$ cat config.mk
export PLATFORM = sky130hd
export DESIGN_NAME = sram_async_ctrl
export DESIGN_NICKNAME = d
export VERILOG_FILES = /design/src/rtl/sram_ctrl_pkg.sv /design/src/rtl/sram_ctrl_timer.sv /design/src/rtl/sram_ctrl_seq.sv /design/src/rtl/sram_ctrl_pins.sv /design/src/rtl/sram_async_ctrl.sv
export SDC_FILE = /design/constraint.sdc
export NUM_CORES = 1
export LEC_CHECK = 0
export BUFFER_PORTS_ARGS = -buffer_cell sky130_fd_sc_hd__buf_2
export CAP_MARGIN = 30
export CORE_ASPECT_RATIO = 0.6
export CORE_UTILIZATION = 45
export DETAILED_ROUTE_END_ITERATION = 10
export GPL_ROUTABILITY_DRIVEN = 0
export PLACE_DENSITY = 0.76
export SYNTH_ARGS = -nofsm -noshare
export SYNTH_HDL_FRONTEND = slang
export SYNTH_SLANG_ARGS = --single-unit
$ cat constraint.sdc
create_clock -name clk -period 4 [get_ports clk]
set_input_delay 0 -clock clk [delete_from_list [all_inputs] [get_ports clk]]
set_output_delay 0 -clock clk [all_outputs]
set_load 0.1 [all_outputs]
$ cat src/rtl/sram_ctrl_pkg.sv
package sram_ctrl_pkg;

    // Sequencer states for one memory access.
    typedef enum logic [2:0] {
        ST_IDLE,
        ST_RD_ACC,
        ST_RD_TURN,
        ST_WR_SETUP,
        ST_WR_PULSE,
        ST_WR_HOLD
    } seq_state_e;

    // Pin levels requested for the next clock, all active high.
    typedef struct packed {
        logic sel;
        logic oe_low;
        logic we_low;
        logic drive;
    } pin_cmd_t;

    // Nanoseconds to whole clocks, rounded up.
    function automatic int clk_ceil(input int ns, input int clk_ns);
        return (ns + clk_ns - 1) / clk_ns;
    endfunction

    function automatic int imax(input int a, input int b);
        return (a > b) ? a : b;
    endfunction

    // Pick the fast or slow grade figure.
    function automatic int grade_ns(input int slow, input int fast_ns, input int slow_ns);
        return (slow != 0) ? slow_ns : fast_ns;
    endfunction

endpackage

$ cat src/rtl/sram_ctrl_timer.sv
// Down-counter for the interval of one phase.
// Assumes the sequencer loads it on entry to a phase and asks it to
// step while the phase is running; zero marks the last clock of the phase.
module sram_ctrl_timer #(
    parameter int CNT_W = 4
) (
    input  logic             clk,
    input  logic             rst_n,
    input  logic             load,
    input  logic [CNT_W-1:0] load_val,
    input  logic             dec,
    output logic             zero
);
    logic [CNT_W-1:0] cnt_q;

    // Load has priority over stepping, and the count stops at zero.
    always_ff @(posedge clk) begin
        if (!rst_n) begin
            cnt_q <= '0;
        end else if (load) begin
            cnt_q <= load_val;
        end else if (dec && cnt_q != '0) begin
            cnt_q <= cnt_q - 1'b1;
        end
    end

    assign zero = (cnt_q == '0);
endmodule

$ cat src/rtl/sram_ctrl_seq.sv
// Access sequencer: takes host requests and decides the memory pin levels
// for the following clock. A read is ACC clocks of access and then TURN
// clocks of turnaround. A write is one setup clock, WLOW clocks of strobe
// and one hold clock. Assumes the pin stage registers the command.
module sram_ctrl_seq
    import sram_ctrl_pkg::*;
#(
    parameter int ACC_CLK  = 7,
    parameter int TURN_CLK = 4,
    parameter int WLOW_CLK = 6,
    parameter int CNT_W    = 3
) (
    input  logic     clk,
    input  logic     rst_n,
    input  logic     req_valid,
    input  logic     req_write,
    output logic     ready,
    output logic     accept,
    output pin_cmd_t cmd_nxt,
    output logic     capture
);
    localparam logic [CNT_W-1:0] ACC_LD  = CNT_W'(ACC_CLK - 1);
    localparam logic [CNT_W-1:0] TURN_LD = CNT_W'(TURN_CLK - 1);
    localparam logic [CNT_W-1:0] WLOW_LD = CNT_W'(WLOW_CLK - 1);

    seq_state_e       st_q, st_d;
    logic             t_load, t_dec, t_zero;
    logic [CNT_W-1:0] t_val;

    sram_ctrl_timer #(.CNT_W(CNT_W)) u_timer (
        .clk      (clk),
        .rst_n    (rst_n),
        .load     (t_load),
        .load_val (t_val),
        .dec      (t_dec),
        .zero     (t_zero)
    );

    assign ready  = (st_q == ST_IDLE);
    assign accept = ready && req_valid;

    // Next state, timer control and pin command for the next clock.
    always_comb begin
        st_d    = st_q;
        cmd_nxt = '0;
        t_load  = 1'b0;
        t_val   = '0;
        t_dec   = 1'b0;
        capture = 1'b0;
        unique case (st_q)
            ST_IDLE: begin
                if (accept && req_write) begin
                    cmd_nxt.sel   = 1'b1;
                    cmd_nxt.drive = 1'b1;
                    st_d          = ST_WR_SETUP;
                end else if (accept) begin
                    cmd_nxt.sel    = 1'b1;
                    cmd_nxt.oe_low = 1'b1;
                    t_load         = 1'b1;
                    t_val          = ACC_LD;
                    st_d           = ST_RD_ACC;
                end
            end
            ST_RD_ACC: begin
                if (t_zero) begin
                    capture = 1'b1;
                    t_load  = 1'b1;
                    t_val   = TURN_LD;
                    st_d    = ST_RD_TURN;
                end else begin
                    cmd_nxt.sel    = 1'b1;
                    cmd_nxt.oe_low = 1'b1;
                    t_dec          = 1'b1;
                end
            end
            ST_RD_TURN: begin
                if (t_zero) begin
                    st_d = ST_IDLE;
                end else begin
                    t_dec = 1'b1;
                end
            end
            ST_WR_SETUP: begin
                cmd_nxt.sel    = 1'b1;
                cmd_nxt.drive  = 1'b1;
                cmd_nxt.we_low = 1'b1;
                t_load         = 1'b1;
                t_val          = WLOW_LD;
                st_d           = ST_WR_PULSE;
            end
            ST_WR_PULSE: begin
                cmd_nxt.sel   = 1'b1;
                cmd_nxt.drive = 1'b1;
                if (t_zero) begin
                    st_d = ST_WR_HOLD;
                end else begin
                    cmd_nxt.we_low = 1'b1;
                    t_dec          = 1'b1;
                end
            end
            ST_WR_HOLD: begin
                st_d = ST_IDLE;
            end
            default: begin
                st_d = ST_IDLE;
            end
        endcase
    end

    // State register.
    always_ff @(posedge clk) begin
        if (!rst_n) begin
            st_q <= ST_IDLE;
        end else begin
            st_q <= st_d;
        end
    end
endmodule

$ cat src/rtl/sram_ctrl_pins.sv
// Pin stage: registers every memory-side output so that strobes leave
// the block glitch-free. It latches the address and write data when a
// request is taken, and captures read data on the capture edge.
// Assumes the command reflects the levels wanted for the next clock.
module sram_ctrl_pins
    import sram_ctrl_pkg::*;
#(
    parameter int ADDR_W = 18,
    parameter int DATA_W = 8
) (
    input  logic              clk,
    input  logic              rst_n,
    input  logic              accept,
    input  logic              req_write,
    input  logic [ADDR_W-1:0] req_addr,
    input  logic [DATA_W-1:0] req_wdata,
    input  pin_cmd_t          cmd_nxt,
    input  logic              capture,
    input  logic [DATA_W-1:0] dq_in,
    output logic [ADDR_W-1:0] addr,
    output logic              ce_n,
    output logic              ce,
    output logic              we_n,
    output logic              oe_n,
    output logic [DATA_W-1:0] dq_out,
    output logic              dq_oe,
    output logic [DATA_W-1:0] rdata,
    output logic              rvalid
);
    // Address and write data are latched once per request and stay stable.
    always_ff @(posedge clk) begin
        if (!rst_n) begin
            addr   <= '0;
            dq_out <= '0;
        end else if (accept) begin
            addr <= req_addr;
            if (req_write) begin
                dq_out <= req_wdata;
            end
        end
    end

    // Strobe and enable levels, inverted to pin polarity.
    always_ff @(posedge clk) begin
        if (!rst_n) begin
            ce_n  <= 1'b1;
            ce    <= 1'b0;
            we_n  <= 1'b1;
            oe_n  <= 1'b1;
            dq_oe <= 1'b0;
        end else begin
            ce_n  <= ~cmd_nxt.sel;
            ce    <= cmd_nxt.sel;
            we_n  <= ~cmd_nxt.we_low;
            oe_n  <= ~cmd_nxt.oe_low;
            dq_oe <= cmd_nxt.drive;
        end
    end

    // Read capture with a one-clock valid strobe.
    always_ff @(posedge clk) begin
        if (!rst_n) begin
            rdata  <= '0;
            rvalid <= 1'b0;
        end else begin
            rvalid <= capture;
            if (capture) begin
                rdata <= dq_in;
            end
        end
    end
endmodule

$ cat src/rtl/sram_async_ctrl.sv
// Top of the asynchronous static RAM controller. It derives whole-clock
// interval counts from the speed grade and the clock period, then joins
// the sequencer and the pin stage. Assumes one request at a time and an
// external bus whose drive and receive halves are kept apart.
module sram_async_ctrl
    import sram_ctrl_pkg::*;
#(
    parameter int CLK_NS     = 10,
    parameter int SLOW_GRADE = 0,
    parameter int ADDR_W     = 18,
    parameter int DATA_W     = 8
) (
    input  logic              clk,
    input  logic              rst_n,
    input  logic              req_valid,
    input  logic              req_write,
    input  logic [ADDR_W-1:0] req_addr,
    input  logic [DATA_W-1:0] req_wdata,
    output logic              req_ready,
    output logic [DATA_W-1:0] rsp_rdata,
    output logic              rsp_valid,
    output logic [ADDR_W-1:0] mem_addr,
    output logic              mem_ce_n,
    output logic              mem_ce,
    output logic              mem_we_n,
    output logic              mem_oe_n,
    output logic [DATA_W-1:0] mem_dq_out,
    output logic              mem_dq_oe,
    input  logic [DATA_W-1:0] mem_dq_in
);
    localparam int T_RC  = grade_ns(SLOW_GRADE, 70, 100);
    localparam int T_AA  = grade_ns(SLOW_GRADE, 70, 100);
    localparam int T_ACS = grade_ns(SLOW_GRADE, 70, 100);
    localparam int T_OE  = grade_ns(SLOW_GRADE, 35, 50);
    localparam int T_OFF = grade_ns(SLOW_GRADE, 35, 40);
    localparam int T_WC  = grade_ns(SLOW_GRADE, 70, 100);
    localparam int T_CW  = grade_ns(SLOW_GRADE, 70, 100);
    localparam int T_AW  = grade_ns(SLOW_GRADE, 70, 100);
    localparam int T_WP  = grade_ns(SLOW_GRADE, 35, 50);
    localparam int T_DW  = grade_ns(SLOW_GRADE, 30, 40);

    localparam int ACC_CLK  = imax(1, imax(imax(clk_ceil(T_AA, CLK_NS), clk_ceil(T_ACS, CLK_NS)),
                                           imax(clk_ceil(T_OE, CLK_NS), clk_ceil(T_RC, CLK_NS))));
    localparam int TURN_CLK = imax(1, clk_ceil(T_OFF, CLK_NS));
    localparam int WLOW_CLK = imax(1, imax(imax(clk_ceil(T_WP, CLK_NS), clk_ceil(T_DW, CLK_NS)),
                                           imax(imax(clk_ceil(T_CW, CLK_NS) - 1, clk_ceil(T_AW, CLK_NS) - 1),
                                                clk_ceil(T_WC, CLK_NS) - 2)));
    localparam int CNT_MAX  = imax(ACC_CLK, imax(TURN_CLK, WLOW_CLK));
    localparam int CNT_W    = $clog2(CNT_MAX + 1);

    pin_cmd_t cmd_nxt;
    logic     accept;
    logic     capture;

    sram_ctrl_seq #(
        .ACC_CLK  (ACC_CLK),
        .TURN_CLK (TURN_CLK),
        .WLOW_CLK (WLOW_CLK),
        .CNT_W    (CNT_W)
    ) u_seq (
        .clk       (clk),
        .rst_n     (rst_n),
        .req_valid (req_valid),
        .req_write (req_write),
        .ready     (req_ready),
        .accept    (accept),
        .cmd_nxt   (cmd_nxt),
        .capture   (capture)
    );

    sram_ctrl_pins #(
        .ADDR_W (ADDR_W),
        .DATA_W (DATA_W)
    ) u_pins (
        .clk       (clk),
        .rst_n     (rst_n),
        .accept    (accept),
        .req_write (req_write),
        .req_addr  (req_addr),
        .req_wdata (req_wdata),
        .cmd_nxt   (cmd_nxt),
        .capture   (capture),
        .dq_in     (mem_dq_in),
        .addr      (mem_addr),
        .ce_n      (mem_ce_n),
        .ce        (mem_ce),
        .we_n      (mem_we_n),
        .oe_n      (mem_oe_n),
        .dq_out    (mem_dq_out),
        .dq_oe     (mem_dq_oe),
        .rdata     (rsp_rdata),
        .rvalid    (rsp_valid)
    );
endmodule

; Word level (Yosys, flattened, before mapping)
; Index checks and enable logic that the tools add are counted.
[op_classes]
n_bitwise = 3
n_reduce_logical = 11
add_sub_neg = 1
muxes = 28
n_eq_ne = 8
[op_table]
columns = op, count
row1 = 3-bit two-way mux, 9
row2 = 3-bit case mux with 5 select lines, 1
row3 = 1-bit two-way mux, 9
row4 = 3-bit case mux with 3 select lines, 1
row5 = "3-bit by 2-bit == test with 1-bit output, second input constant", 2
row6 = 3-bit zero test, 2
row7 = 2-bit two-way mux, 3
row8 = "2-bit by 1-bit inequality test with 1-bit output, second input constant", 3
row9 = 1-bit case mux with 2 select lines, 3
row10 = 1-bit case mux with 3 select lines, 2
row11 = 4-bit AND reduction, 1
row12 = "3-bit by 1-bit == test with 1-bit output, second input constant", 1
row13 = "3-bit == test, second input constant", 1
row14 = 1-bit logical AND, 3
row15 = "3-bit inequality test, second input constant", 1
row16 = 1-bit NOT, 3
row17 = 3-bit nonzero test, 1
row18 = 3-bit OR reduction, 1
row19 = "3-bit by 1-bit subtractor with 3-bit output, second input constant", 1
row20 = 2-bit AND reduction, 1
row21 = 2-bit nonzero test, 1
row22 = 2-bit OR reduction, 1
[totals]
out_inout_bits = 41
input_bits = 38
ff_bits = 46
elab_cells = 62

; Logic depth before layout (Yosys ltp)
[depth]
depth_word = 6
ltp_mapped = 7
mapped_depth_nobuf = 6

; By module
; A second synthesis with hierarchy kept.
[hier_totals]
cells_unflattened = 201
area_unflattened_um2 = 2016.9
[by_module_without_submodules]
columns = mod, cells_per_inst, n_inst, seq_area_each_um2, area_each_um2
row1 = sram_ctrl_pins, 134, 1, 800.8, 1505.2
row2 = sram_ctrl_seq, 46, 1, 60.1, 326.6
row3 = sram_ctrl_timer, 21, 1, 60.1, 185.2

; Worst setup path before layout
; OpenSTA, ideal clock, no wires.
[synth_path]
kind = reg2out
startpoint = register u_seq.st_q[2]
endpoint = output port req_ready
path_stages_with_launch = 4
path_slack_ns = 1.319
path_buffers = 2
required_time_ns = 4.000
arrival_ns = 2.681
cell_sequence = dfxtp_1 buf_6 clkbuf_1 nor3_1
[synth_between]
elab_chain_len = 1
[synth_lines]
columns = item, line_no
row1 = start: declaration, sram_ctrl_seq.sv:26  ; seq_state_e st_q, st_d;
row2 = start signal: assignment, sram_ctrl_seq.sv:115  ; st_q <= st_d;
row3 = 3-bit zero test, sram_ctrl_seq.sv:39  ; assign ready = (st_q == ST_IDLE);
row4 = end: declaration, sram_async_ctrl.sv:19  ; output logic req_ready,
; No other way between the ends.

; Worst setup path after layout
[layout_path]
startpoint = register u_seq.st_q[1]
endpoint = register u_seq.u_timer.cnt_q[1]
[layout_between]
elab_chain_len = 6
word_cells_on_any_way = 18
classes_between = eq/ne: 4 / mux: 8 / reduce/logical: 6
[layout_lines]
columns = item, line_no
row1 = 3-bit zero test, "sram_ctrl_seq.sv:39, sram_ctrl_seq.sv:50"
row2 = 1-bit logical AND, sram_ctrl_seq.sv:40  ; assign accept = ready && req_valid;
row3 = 3-bit two-way mux (tied with other cells), sram_ctrl_seq.sv:56  ; end else if (accept) begin
row4 = 3-bit two-way mux or 1-bit two-way mux (tied branches), sram_ctrl_seq.sv:52  ; if (accept && req_write) begin
row5 = 3-bit case mux with 3 select lines or 1-bit case mux with 3 select lines (tied branches), sram_ctrl_seq.sv:50  ; unique case (st_q)
row6 = 3-bit two-way mux or 2-bit nonzero test (tied branches), -
row7 = end signal: assignment, sram_ctrl_timer.sv:21  ; cnt_q <= load_val;
row8 = end signal: assignment, sram_ctrl_timer.sv:23  ; cnt_q <= cnt_q - 1'b1;
row9 = end: declaration, sram_ctrl_timer.sv:14  ; logic [CNT_W-1:0] cnt_q;
; Several ways; a longest one is shown, not always the timed one.
; A chain may end at the register's enable or synchronous reset.

==> results.yml <==
timing:
  fin_skew_ns: 0.00869
  rsz0062_at_grt: "false"
  tightest_slew_ns: 0.713
  fmax_mhz: 521
  fin_crit_sh: 0.480
  setup_viol: 0
  final_hold_viol_count: 0
  maxSlewViolCount: 0
  min_period_ns: 1.92
  max-slew-margin-rel: 0.523
  final.setup.tns_ns: 0
finish:
  fillers: 282
  design_area_um2: 2700
  layout-drive-gt1-share: 0.288
  finish.net_count: 362
  syn2layout_area_growth_pct: 46.2
  diodes: 0
global_routing:
  grt_pass1_vias: 1730
  antenna_found_initial: 0
  track_usage: 0.252
  gr-total-overflow: 0
  grt_max_degree: 30
  grt_pass1_wl_um: 8200
drt:
  remaining_drc_errors: 3
  drt_iter0_drc: 158
  first_pass_iters: 11
  top_layer_used: "met4"
  wl_per_cell_um: 14.0
  wl_met3_um: 339
  wl_met1_um: 2280
  antenna_left: 0
  vias_per_cell: 5.04
  drt-total-wl_um: 5170
  met2_length_um: 2460
  dr_total_vias: 1864
yosys:
  seq_area_frac_synth: 0.498
  yosysUniqueCellTypes: 38
  syn_nets: 254
  syn_area_um2: 1850
  ys_warn_count: 0
  async_reset_ff_frac: 0
  synth-seq-cells: 46
  ys_top_cells_by_area: "dfxtp_1 (50%), nand2_1 (9.7%), a21oi_1 (7.9%)"
  synth-edff-count: 0
  avgSynthCellArea_um2: 8.64
  synth_top_area_share: 0.498
  synth_most_common_cell: "nand2_1"
  synthCells: 214
  yosys-top-cells-count: "nand2_1 (48), dfxtp_1 (46), a21oi_1 (29)"
  yosysTopAreaCell: "dfxtp_1"
  ys.flop_type: "dfxtp_1"
setup_path:
  critPathMaxFanout: 19
  crit_path_start: "u_seq.st_q[1]"
  slowest_stage: "dfxtp_1"
  r2r_setup_slack_ns: 2.08
  endpoint_kind: "flop"
  path_cells: "nor2_2 > nand3b_1 > nor2_1 > o311a_1"
  cp_slowest_stage_delay_ns: 0.65
  critPathKind: "flop to flop"
  worst_ep_required_time_ns: 4.20
  endpoint: "u_seq.u_timer.cnt_q[1]"
  start_kind: "flop"
  rr_startpoint: "u_seq.st_q[1]"
  reg2reg_to: "u_seq.u_timer.cnt_q[1]"
  crit_arrival_ns: 2.12
  reg2regPathDepth: 4
clock_tree:
  path_clk_slew_ns: 0.09
  h-tree-depth: 2
  clock-sinks: 46
  cts_buffers: 5
  cts_resized: 0
  cts_tree: "yes"
  cts_buffer_depth: 2
  cts_root_buf: "clkbuf_8"
  worstSkewPairLatency_ns: 0.31
floorplanning:
  die_area_um2: 4380
  ios: 79
  core_region_area_um2: 3810
  row_count: 17
  dieWidth_um: 84.7
  die_height_um: 51.6
  initial_utilization: 0.485
power:
  vdd_drop_max_mv: 0.299
  p_per_area_nw_per_um2: 697
  p_leak_nw: 1.28
placed_design:
  dpl-instance-area_um2: 2240
  port_buffers: 78
  dpl.hpwl_um: 3110
run:
  drv_cap: 0
outcome:
  violations: "design-rule violations"
  outcome: "complete, but fails checks"
hold_path:
  hp-start: "req_write"
  hold_class: "input pin to flop"
## registers in the layout (all words and copies together), names as in the netlist
register	flops
u_pins.rvalid	1
u_pins.dq_out	8
u_pins.oe_n	1
u_pins.addr	18
u_pins.we_n	1
u_seq.st_q	3
u_pins.rdata	8
u_pins.ce_n	1
u_pins.ce	1
u_seq.u_timer.cnt_q	3
u_pins.dq_oe	1
## worst min-delay path by stage
stage                       endpoint  slack (ns)  cells after the start
floorplan             u_pins.addr[0]        0.14                      2
global placement     u_pins.rdata[0]        0.24                      3
detailed placement   u_pins.rdata[1]        0.25                      3
CTS                 u_pins.dq_out[5]        0.08                      3
global route        u_pins.dq_out[0]        0.09                      3
finish              u_pins.dq_out[5]        0.08                      3
## where the power goes
| group | internal (mW) | switching (mW) |
|---|---|---|
| registers | 0.537 | 0.0660 |
| clock network | 0.187 | 0.165 |
| logic | 0.210 | 0.717 |
## metal layers
metal | vias up | global-route usage
li1 | 934 | -
met4 | 0 | 0.0960
met5 | - | 0
met1 | 837 | 0.313
met3 | 9 | 0.0698
met2 | 84 | 0.424
## critical path: cells and delay by family (launching register included)
| kind | cells | cell delay, ns |
|---|---|---|
| and+or+nand+nor | 3 | 0.84 |
| DFF | 1 | 0.65 |
| AOI/OAI and AO/OA | 1 | 0.34 |
## cells in the final DEF (no fill, tap or decap), types with 2 or more instances in the layout
cell           instances
buf_2                 78
nand2_1               48
dfxtp_1               46
dlygate4sd3_1         35
a21oi_1               29
nor2_1                16
mux2i_1                9
nand3_1                8
inv_1                  6
clkbuf_8               5
o21ai_0                4
nor3_1                 3
nand2b_1               3
and3_1                 2
nor4b_1                2
nand2_2                2
ha_1                   2
## per-stage QoR
step	setup slack, ns	power, mW	hold WS, ns	util	std cells
CTS	2.11	1.88	0.0805	0.710	370
detailed placement	2.14	1.50	0.247	0.588	327
floorplan	1.32	1.37	0.136	-	214
global route	1.90	1.97	0.0904	0.710	370
global placement	2.13	1.49	0.237	0.581	326
finish	2.08	1.88	0.0840	0.710	370
## what timing repair did
action / 4_1_cts / 5_1_grt
hold buffers: 35 / 0
setup buffers: 0 / 0
hold endpoints to repair: 38 / 0
setup endpoints to repair: 0 / 0
## cells by family after synthesis
logic type               after synthesis  synth area share
multiplexers                          10            0.0548
AO/OA/AOI/OAI                         43             0.135
adder cells (fa/ha/maj)                2            0.0135
XOR/XNOR                               1           0.00474
flip-flops                            46             0.498
AND/OR/NAND/NOR                       92             0.231
buffers and inverters                 20            0.0623
## cell type report
type	count	area [um2]	share of cell area
Multi-Input combinational cell	148	812	0.300
Clock buffer	5	68.8	0.0255
Sequential cell	46	921	0.341
Inverter	6	22.5	0.00833
Clock inverter	3	43.8	0.0162
Timing Repair Buffer	115	776	0.287
Tap cell	47	58.8	0.0218
No activity file was read; power rests on OpenSTA's default activity.
